===== config.mk =====
export PLATFORM = sky130hd
export DESIGN_NAME = gpio_port
export DESIGN_NICKNAME = d
export VERILOG_FILES = /design/src/rtl/gpio_port.sv
export SDC_FILE = /design/constraint.sdc
export NUM_CORES = 1
export LEC_CHECK = 0
export BUFFER_PORTS_ARGS = -buffer_cell sky130_fd_sc_hd__buf_2
export CAP_MARGIN = 20
export CORE_MARGIN = 2
export CORE_UTILIZATION = 33
export CTS_CLUSTER_SIZE = 14
export DETAILED_ROUTE_END_ITERATION = 10
export GPL_TIMING_DRIVEN = 0
export PLACE_DENSITY = 0.65
export SLEW_MARGIN = 5
export SYNTH_ARGS = -nofsm -noshare
export SYNTH_HDL_FRONTEND = slang
export SYNTH_SLANG_ARGS = --single-unit

===== constraint.sdc =====
create_clock -name clk -period 2.5 [get_ports clk]
set_input_delay 0.5 -clock clk [delete_from_list [all_inputs] [get_ports clk]]
set_output_delay 0.5 -clock clk [all_outputs]
set_load 0.02 [all_outputs]

===== src/rtl/gpio_port.sv =====
module gpio_port #(
  parameter int          NPIN      = 16,
  parameter int          AW        = 8,
  parameter logic [31:0] MODE_RST  = 32'h0000_0000,
  parameter logic [31:0] PULL_RST  = 32'h0000_0000,
  parameter logic [15:0] IDATA_RST = 16'h0000
) (
  input  logic          clk,
  input  logic          rst_n,
  input  logic          bus_sel,
  input  logic          bus_we,
  input  logic [7:0]    bus_addr,
  input  logic [31:0]   bus_wdata,
  output logic [31:0]   bus_rdata,
  input  logic [15:0]   pad_in,
  input  logic [15:0]   pad_ext_drv,
  output logic [15:0]   pad_level,
  output logic [15:0]   pad_oe,
  output logic [15:0]   pad_isolated
);

  localparam int          FW       = 2 * NPIN;
  localparam logic [7:0]  A_MODE   = 8'h00;
  localparam logic [7:0]  A_OTYPE  = 8'h04;
  localparam logic [7:0]  A_PULL   = 8'h0C;
  localparam logic [7:0]  A_IDATA  = 8'h10;
  localparam logic [7:0]  A_ODATA  = 8'h14;
  localparam logic [7:0]  A_SETCLR = 8'h18;
  localparam logic [7:0]  A_CLR    = 8'h28;
  localparam logic [1:0]  M_OUT    = 2'b01;
  localparam logic [1:0]  P_UP     = 2'b01;

  logic [FW-1:0]   mode_q, pull_q;
  logic [NPIN-1:0] otype_q, odata_q, idata_q, odata_nxt;
  logic [NPIN-1:0] set_req, clr_req, is_out;

  wire wr = bus_sel && bus_we;

  assign set_req = (wr && bus_addr == A_SETCLR) ? bus_wdata[NPIN-1:0] : '0;
  assign clr_req = (wr && bus_addr == A_SETCLR) ? bus_wdata[2*NPIN-1:NPIN] :
                   (wr && bus_addr == A_CLR)    ? bus_wdata[NPIN-1:0] : '0;

  always_comb begin
    odata_nxt = (odata_q & ~clr_req) | set_req;
    if (wr && bus_addr == A_ODATA) odata_nxt = bus_wdata[NPIN-1:0];
  end

  always_ff @(posedge clk or negedge rst_n) begin
    if (!rst_n) begin
      mode_q  <= MODE_RST[FW-1:0];
      pull_q  <= PULL_RST[FW-1:0];
      otype_q <= '0;
      odata_q <= '0;
      idata_q <= IDATA_RST[NPIN-1:0];
    end else begin
      odata_q <= odata_nxt;
      idata_q <= pad_level;
      if (wr) begin
        case (bus_addr)
          A_MODE:  mode_q  <= bus_wdata[FW-1:0];
          A_PULL:  pull_q  <= bus_wdata[FW-1:0];
          A_OTYPE: otype_q <= bus_wdata[NPIN-1:0];
          default: ;
        endcase
      end
    end
  end

  for (genvar n = 0; n < NPIN; n++) begin : g_pin
    logic float_lvl, drive_lo;
    assign is_out[n]  = mode_q[2*n +: 2] == M_OUT;
    assign float_lvl  = pad_ext_drv[n] ? pad_in[n] : (pull_q[2*n +: 2] == P_UP);
    assign drive_lo   = otype_q[n] && !odata_q[n];
    assign pad_oe[n]  = is_out[n] && (!otype_q[n] || drive_lo);
    assign pad_isolated[n] = pad_oe[n];
    assign pad_level[n] = !pad_oe[n] ? float_lvl : (otype_q[n] ? 1'b0 : odata_q[n]);
  end

  always_comb begin
    bus_rdata = '0;
    case (bus_addr)
      A_MODE:  bus_rdata[FW-1:0]   = mode_q;
      A_PULL:  bus_rdata[FW-1:0]   = pull_q;
      A_OTYPE: bus_rdata[NPIN-1:0] = otype_q;
      A_ODATA: bus_rdata[NPIN-1:0] = odata_q;
      A_IDATA: bus_rdata[NPIN-1:0] = idata_q;
      default: bus_rdata = '0;
    endcase
  end


  odata_set_chk: assert property (@(posedge clk) disable iff (!rst_n)
    (wr && bus_addr == A_SETCLR) |=>
      ((odata_q & $past(bus_wdata[NPIN-1:0])) == $past(bus_wdata[NPIN-1:0])));


  odata_clr_chk: assert property (@(posedge clk) disable iff (!rst_n)
    (wr && bus_addr == A_SETCLR) |=>
      ((odata_q & $past(bus_wdata[2*NPIN-1:NPIN]) & ~$past(bus_wdata[NPIN-1:0])) == '0));


  odata_rstonly_chk: assert property (@(posedge clk) disable iff (!rst_n)
    (wr && bus_addr == A_CLR) |=> ((odata_q & $past(bus_wdata[NPIN-1:0])) == '0));


  odata_hold_chk: assert property (@(posedge clk) disable iff (!rst_n)
    !(wr && (bus_addr == A_ODATA || bus_addr == A_SETCLR || bus_addr == A_CLR))
      |=> $stable(odata_q));


  pushpull_level_chk: assert property (@(posedge clk) disable iff (!rst_n)
    ((is_out & ~otype_q & (pad_level ^ odata_q)) == '0));


  wo_read_zero_chk: assert property (@(posedge clk) disable iff (!rst_n)
    (bus_sel && !bus_we && (bus_addr == A_SETCLR || bus_addr == A_CLR)) |-> bus_rdata == '0);

endmodule


==> results of run 1 <==
where the power goes:
group / switching, mW / internal (mW) / leakage, nW
registers: 0.0596 / 1.88 / 1.54
clock network: 0.673 / 0.908 / 0.160
logic: 0.250 / 0.175 / 2.00
total: 0.983 / 2.96 / 3.69
area by class of cell:
cell class / instances / area, um^2 / area share
plain buffers: 42 / 334.1 / 0.04308
inverters: 16 / 60.06 / 0.007744
clock inverters: 5 / 78.83 / 0.01016
repair buffers: 171 / 1224 / 0.1578
clock buffers: 11 / 242.7 / 0.03130
flip-flops and latches: 112 / 2803 / 0.3614
diodes: 1 / 2.502 / 0.0003227
multi-input cells: 342 / 2729 / 0.3519
well taps: 225 / 281.5 / 0.03630
through the flow:
| stage | std cells | setup WS [ns] |
|---|---|---|
| 2_1_floorplan | 512 | 0.1197 |
| 3_3_place_gp | 892 | -0.7241 |
| 3_5_place_dp | 893 | -0.7309 |
| 4_1_cts | 918 | -0.2209 |
| 5_1_grt | 925 | -0.1810 |
| 6_report | 925 | -0.1193 |
final timing paths:
kind	startpoint	endpoint	cells after the start
setup / recovery	bus_addr[7]	bus_rdata[11]	9
min in group clk	bus_wdata[0]	odata_q[0]$_DFF_PN0_	2
setup reg to reg	mode_q[17]$_DFFE_PN0P_	idata_q[8]$_DFF_PN0_	4
hold / removal	rst_n	pull_q[5]$_DFFE_PN0P_	1
max in group asynchronous	rst_n	otype_q[12]$_DFFE_PN0P_	2
hold reg to reg	pull_q[21]$_DFFE_PN0P_	pull_q[21]$_DFFE_PN0P_	1
synth_stat cells (all sizes together), types with 2 or more instances:
master   number  area share
dfrtp       112        0.49
mux2         80        0.16
a21oi        48       0.042
nor2         37       0.025
a22oi        32       0.042
buf          29       0.036
o21ai        25       0.022
a22o         16       0.024
inv          16       0.010
nand2        16       0.011
nand2b       16       0.017
o32ai        16       0.024
a2bb2oi      15       0.023
clkbuf       13      0.0085
a32o         11       0.019
or3          11       0.012
o211ai        5      0.0066
nor2b         2      0.0022
nor4          2      0.0074
cells by family (layout without fill, tap and decap cells):
group / count (synthesis) / in the layout / share of synthesized area
other: 0 / 1 / 0
AO/OA/AOI/OAI: 170 / 170 / 0.2069
buffers and inverters: 58 / 245 / 0.05511
flip-flops: 112 / 112 / 0.4898
multiplexers: 80 / 80 / 0.1574
AND/OR/NAND/NOR: 92 / 92 / 0.09075
sequential cells by signal, summed over array words and instances (netlist names):
register / cells
odata_q: 16
otype_q: 16
idata_q: 16
mode_q: 32
pull_q: 32
repair_timing:
action / CTS / global route
endpoints found under the setup margin: 32 / 32
buffers inserted: 7 / 6
pin swaps: 6 / 9
gates resized for setup: 113 / 31
gates cloned: 2 / 1
metal layers:
metal,GRT usage,vias up
met1,0.2849,2538
met3,0.05761,27
met4,0.06134,0
li1,-,2288
met2,0.3462,204
met5,0,-
==> Flow_metrics.wiki, run 1 <==
{| class="wikitable"
! Metric !! Value
|-
| Height of the chip || 135.7 um
|-
| Highest Clock Rate || 381.8 MHz
|-
| Maximum number of pins on one net before global-route repair || 73
|-
| Cell area after synthesis || 5722 um^2
|-
| Placed wire-length estimate after detailed placement || 13,530 um
|-
| Longest individual stage delay on the worst path || 0.55 ns
|-
| I/O pin count || 156
|-
| Total placed instance area || 6813 um^2
|-
| Reg2reg setup slack || 1.43 ns
|-
| Failing checks || setup timing
|-
| Overflow left after global routing || 0
|-
| Cell type with the highest occurrence count on the critical path || buf_4
|-
| Most frequent cells in the layout || buf_2 (124), dfrtp_1 (112), mux2_2 (55), a21oi_1 (48), nor2_1 (35)
|-
| Net total in the final layout || 770
|-
| All-Layer GR Usage || 0.2149
|-
| Outcome || finished, violations left
|-
| Cell chosen for the clock root || clkbuf_16
|-
| Number of placement rows || 48
|-
| Post-route minimum period || 2.619 ns
|-
| Setup repair after global routing missed its margin || yes
|-
| Highest metal layer used by the detailed router || met4
|-
| Post-synthesis sequential area ratio || 0.4898
|-
| Critical-path maximum fanout || 5
|-
| Type of element capturing the critical path || primary output
|-
| Fill cells || 1,596
|-
| Layout Area Growth over Synthesis || 35.53%
|-
| Post-detailed-route wirelength per cell || 21.01 um
|-
| Synthesized instance count || 512
|-
| Synthesized netlist net count || 588
|-
| Number of antenna violations at the first check in global routing || 1
|-
| Routed wl met2 || 9121 um
|-
| Final Core Density || 0.4531
|-
| Max VDD drop || 291.5 uV
|-
| Summed negative setup slack over all endpoints || -2.682 ns
|-
| Most common cell after layout, fill and taps aside || buf_2
|-
| Final design instance area without fill || 7755 um^2
|-
| Number of pins exceeding their max-slew limit in the final report || 0
|-
| Final hold slack || 0.05216 ns
|-
| Number of iterations in the first detailed-routing pass || 5
|-
| Worst hold-check path type || input port to asynchronous set/reset pin
|-
| Worst Skew || 0.007071 ns
|-
| Buf/Inv on CP || 5
|-
| Final Hold Violating Endpoints || 0
|-
| Post-detailed-route DRC marker count || 0
|-
| Syn avg cell area || 11.18 um^2
|-
| Total length of routed wires || 19,440 um
|-
| Crit share post-route || 1.048
|-
| Vias || 5,057
|-
| Maximum Capacitance Violations || 0
|-
| Synthesis Warnings || 0
|-
| Starting utilization of the core area || 0.3343
|-
| Area of the core region || 17,120 um^2
|-
| Horizontal die dimension || 135.7 um
|-
| EDFF count, synth || 0
|-
| Clk slew on worst S/H paths || 0.07 ns
|-
| Wire length of the first global-routing pass || 29,450 um
|-
| Worst slew margin relative to its limit || 0.6072
|-
| Worst-Margin Slew || 0.5891 ns
|-
| TritonCTS Buffers || 9
|-
| Crit path launch type || input port
|-
| Number of setup violations in the final report || 32
|-
| Clock insertion delay at the later pin of the skew report || 0.35 ns
|-
| Leakage Power || 3.694 nW
|-
| Power density of the placed cells || 508.3 nW/um^2
|-
| Top flip-flop cell by instance count after synthesis || dfrtp_1
|-
| Final WS setup || -0.1193 ns
|-
| Clock sink total || 112
|-
| Type of the setup path with the least slack || input port to primary output
|-
| Final Power || 3.942 mW
|-
| Register bit count reported by yosys || 112
|-
| Crit-path cells || buf_8 -> or4_4 -> nor4_4 -> buf_6 -> buf_4 -> buf_12 -> a2bb2oi_2 -> o21ai_1 -> buf_4
|-
| Deepest level of the CTS H-tree || 3
|-
| Post-synthesis cell type count || 34
|-
| Data required time of the worst path || 2.00 ns
|-
| Slowest cell on the critical path || or4_4
|-
| Number of global-route vias before repair || 5,022
|-
| Arrival time reported for the critical path endpoint || 2.12 ns
|-
| Fraction of layout instances using a drive strength above 1 || 0.4435
|-
| Total routed wire length on the met1 layer || 8325 um
|-
| Number of routed nets with antenna violations || 0
|-
| First-iteration detailed-routing DRC count || 343
|-
| Placer congestion estimate || 0.8185
|-
| IO Port Bufs || 155
|-
| Number of buffers inserted for hold repair after clock tree synthesis || 0
|-
| Cell class contributing the biggest share of worst-path delay || simple AND/OR/NAND/NOR gates
|-
| Die Footprint || 18,410 um^2
|-
| Met3 Wirelength || 1562 um
|-
| Clock tree from TritonCTS || built
|-
| Worst-case clock buffer depth || 2
|-
| Synth async-reset ratio || 1.000
|-
| Routed via count divided by cell count || 5.467
|}
(Power assumes the default switching activity.)
==> run 2: changes to the inputs <==
==> constraint.sdc (replaced) <==
create_clock -name clk -period 2.95 [get_ports clk]
set_input_delay 0.59 -clock clk [delete_from_list [all_inputs] [get_ports clk]]
set_output_delay 0.59 -clock clk [all_outputs]
set_load 0.02 [all_outputs]
==> run 2 against run 1 <==
  * The run now ends clean
  * Largest cell class unchanged
  * Critical path depth shrank 2
  * Non-clock buffer count decreased by 12
  * Design area fell by 6.5%
  * Sequential power decreased by 15%
  * Count of clock-buffer cells in the layout stayed put
  * Global-route usage fell by 0.80 points
  * Sequential share of layout area up 2.5 points
  * Power fell by 16%
  * Core utilization shrank 3.0 points
  * Worst hold slack improved by 0.091 ns
  * Register-to-register slack improved by 0.45 ns
==> Flow_metrics.wiki, run 2 (synthesis results as in run 1) <==
{| class="wikitable"
! Metric !! Value
|-
| Outcome || complete, no violations
|-
| Final Core Density || 0.4235 (-0.02953)
|-
| Leakage Power || 3.556 nW (-3.7%)
|-
| Highest Clock Rate || 346.9 MHz
|-
| Placer congestion estimate || 0.8185 (unchanged)
|-
| Area of the core region || 17,120 um^2 (unchanged)
|-
| I/O pin count || 156 (unchanged)
|-
| Number of global-route vias before repair || 4,941 (-1.6%)
|-
| Clk slew on worst S/H paths || 0.07 ns (about the same)
|-
| Clock insertion delay at the later pin of the skew report || 0.35 ns (about the same)
|-
| Horizontal die dimension || 135.7 um (unchanged)
|-
| Total placed instance area || 6813 um^2 (unchanged)
|-
| Final std cells w/o fill || 913 (-1.3%)
|-
| Clock sink total || 112 (unchanged)
|-
| Total length of routed wires || 18,620 um (-4.2%)
|-
| Number of setup violations in the final report || 0 (-100%)
|-
| Final design instance area without fill || 7249 um^2 (-6.5%)
|-
| All-Layer GR Usage || 0.2069 (-0.008005)
|-
| Critical-path maximum fanout || 10 (+5)
|-
| Net total in the final layout || 758 (-1.6%)
|-
| Max VDD drop || 248.6 uV (-15%)
|-
| Crit path launch type || input port
|-
| Type of the setup path with the least slack || input port to primary output
|-
| Most common cell after layout, fill and taps aside || buf_2
|-
| Multi-input logic area || 2614 um^2 (-4.2%)
|-
| Maximum Capacitance Violations || 0 (unchanged)
|-
| Data required time of the worst path || 2.36 ns (+0.36 ns)
|-
| Height of the chip || 135.7 um (unchanged)
|-
| First-iteration detailed-routing DRC count || 312 (-9.0%)
|-
| Final hold slack || 0.1436 ns (+0.09148 ns)
|-
| Clock tree from TritonCTS || built
|-
| Biggest regs || mode_q x32, pull_q x32
|-
| Post-route minimum period || 2.883 ns
|-
| Number of routed nets with antenna violations || 0 (unchanged)
|-
| Cell chosen for the clock root || clkbuf_16
|-
| Type of element capturing the critical path || primary output
|-
| Storage cell area || 2803 um^2 (unchanged)
|-
| Die Footprint || 18,410 um^2 (unchanged)
|-
| Number of placement rows || 48 (unchanged)
|-
| Worst-case clock buffer depth || 2 (unchanged)
|-
| Worst hold-check path type || input port to asynchronous set/reset pin
|-
| Routed via count divided by cell count || 5.464 (about the same)
|-
| Worst Skew || 0.005733 ns (-0.001338 ns)
|-
| Fill cells || 1,644 (+3.0%)
|-
| Worst slew margin relative to its limit || 0.5313 (-0.07591)
|-
| Number of buffers inserted for hold repair after clock tree synthesis || 0 (unchanged)
|-
| DP Cell Count || 893 (unchanged)
|-
| Power density of the placed cells || 457.6 nW/um^2 (-10%)
|-
| Maximum number of pins on one net before global-route repair || 73 (unchanged)
|-
| Vias || 4,989 (-1.3%)
|-
| Final Hold Violating Endpoints || 0 (unchanged)
|-
| Post-detailed-route DRC marker count || 0 (unchanged)
|-
| Post-detailed-route wirelength per cell || 20.39 um (-3.0%)
|-
| Starting utilization of the core area || 0.3343 (unchanged)
|-
| Fraction of layout instances using a drive strength above 1 || 0.4003 (-0.04320)
|-
| Worst-Margin Slew || 0.7030 ns (+0.1139 ns)
|-
| IO Port Bufs || 155 (unchanged)
|-
| Placed wire-length estimate after detailed placement || 13,530 um (unchanged)
|-
| TritonCTS Buffers || 9 (unchanged)
|-
| Number of pins exceeding their max-slew limit in the final report || 0 (unchanged)
|-
| Wire length of the first global-routing pass || 28,500 um (-3.2%)
|-
| Arrival time reported for the critical path endpoint || 2.29 ns (+0.17 ns)
|-
| Deepest level of the CTS H-tree || 3 (unchanged)
|-
| Most frequent cells in the layout || buf_2 (155), dfrtp_1 (112), mux2_2 (55), a21oi_1 (48), nor2_1 (35)
|-
| Crit share post-route || 0.9773
|-
| Setup repair after global routing missed its margin || no
|-
| Number of antenna violations at the first check in global routing || 1 (unchanged)
|-
| Overflow left after global routing || 0 (unchanged)
|-
| Layout Area Growth over Synthesis || 26.70%
|-
| Number of iterations in the first detailed-routing pass || 5 (unchanged)
|}
[run 2: cell count changes in the layout (fill, tap and decap cells not counted), sizes merged]
| cell | before | now |
|---|---|---|
| buf | 200 | 189 |
| clkbuf | 24 | 23 |
[run 2: cell type report]
cell class | instances | area share
well taps | 225 | 0.03883
clock inverters | 5 | 0.01087
flip-flops and latches | 112 | 0.3866
plain buffers | 42 | 0.04229
clock buffers | 11 | 0.03348
multi-input cells | 342 | 0.3605
diodes | 1 | 0.0003452
repair buffers | 159 | 0.1187
inverters | 16 | 0.008284
[run 2: critical path: stages]
cell and delay [ns]:
buf_2 0.16, or4_4 0.57, buf_12 0.16, nor2_4 0.25, buf_6 0.22, a22o_1 0.18, buf_2 0.17
[run 2: routing by layer]
layer	GRT usage	part of all wire	wire, um
met2	0.3314	0.47	8695
met4	0.05613	0.020	366
met1	0.2803	0.44	8131
met5	0	0	0
met3	0.05051	0.076	1423
[run 2: repair_timing]
| item | CTS | global route |
|---|---|---|
| resized for setup | 19 | 15 |
| buffers inserted | 3 | 0 |
| setup endpoints to repair | 30 | 24 |
| pin swaps | 3 | 2 |
[run 2: power by group]
group	internal (mW)	switching [mW]	leakage, nW	total (mW)
sequential	1.59	0.0489	1.54	1.64
clock	0.769	0.569	0.160	1.34
combinational	0.134	0.205	1.86	0.340
[run 2: stage by stage]
step	setup WS [ns]	TNS (ns)	total power, mW
global placement	-0.4541	-18.67	1.994
detailed placement	-0.4609	-6.581	2.005
floorplan	0.3897	0	1.811
CTS	0.005580	0	3.345
global route	0.02222	0	3.442
finish	0.06707	0	3.317
[run 2: worst paths after layout]
check                                       from                      end  slack [ns]  depth (start not counted)
max reg2reg                mode_q[5]$_DFFE_PN0P_     idata_q[2]$_DFF_PN0_        1.88                          4
max in group asynchronous                  rst_n  otype_q[12]$_DFFE_PN0P_        2.12                          2
min reg2reg                pull_q[6]$_DFFE_PN0P_    pull_q[6]$_DFFE_PN0P_        0.52                          1
max                                  bus_addr[5]            bus_rdata[30]        0.07                          7
min                                        rst_n    mode_q[8]$_DFFE_PN0P_        0.14                          1
min in group clk                    bus_wdata[0]     odata_q[0]$_DFF_PN0_        0.48                          2
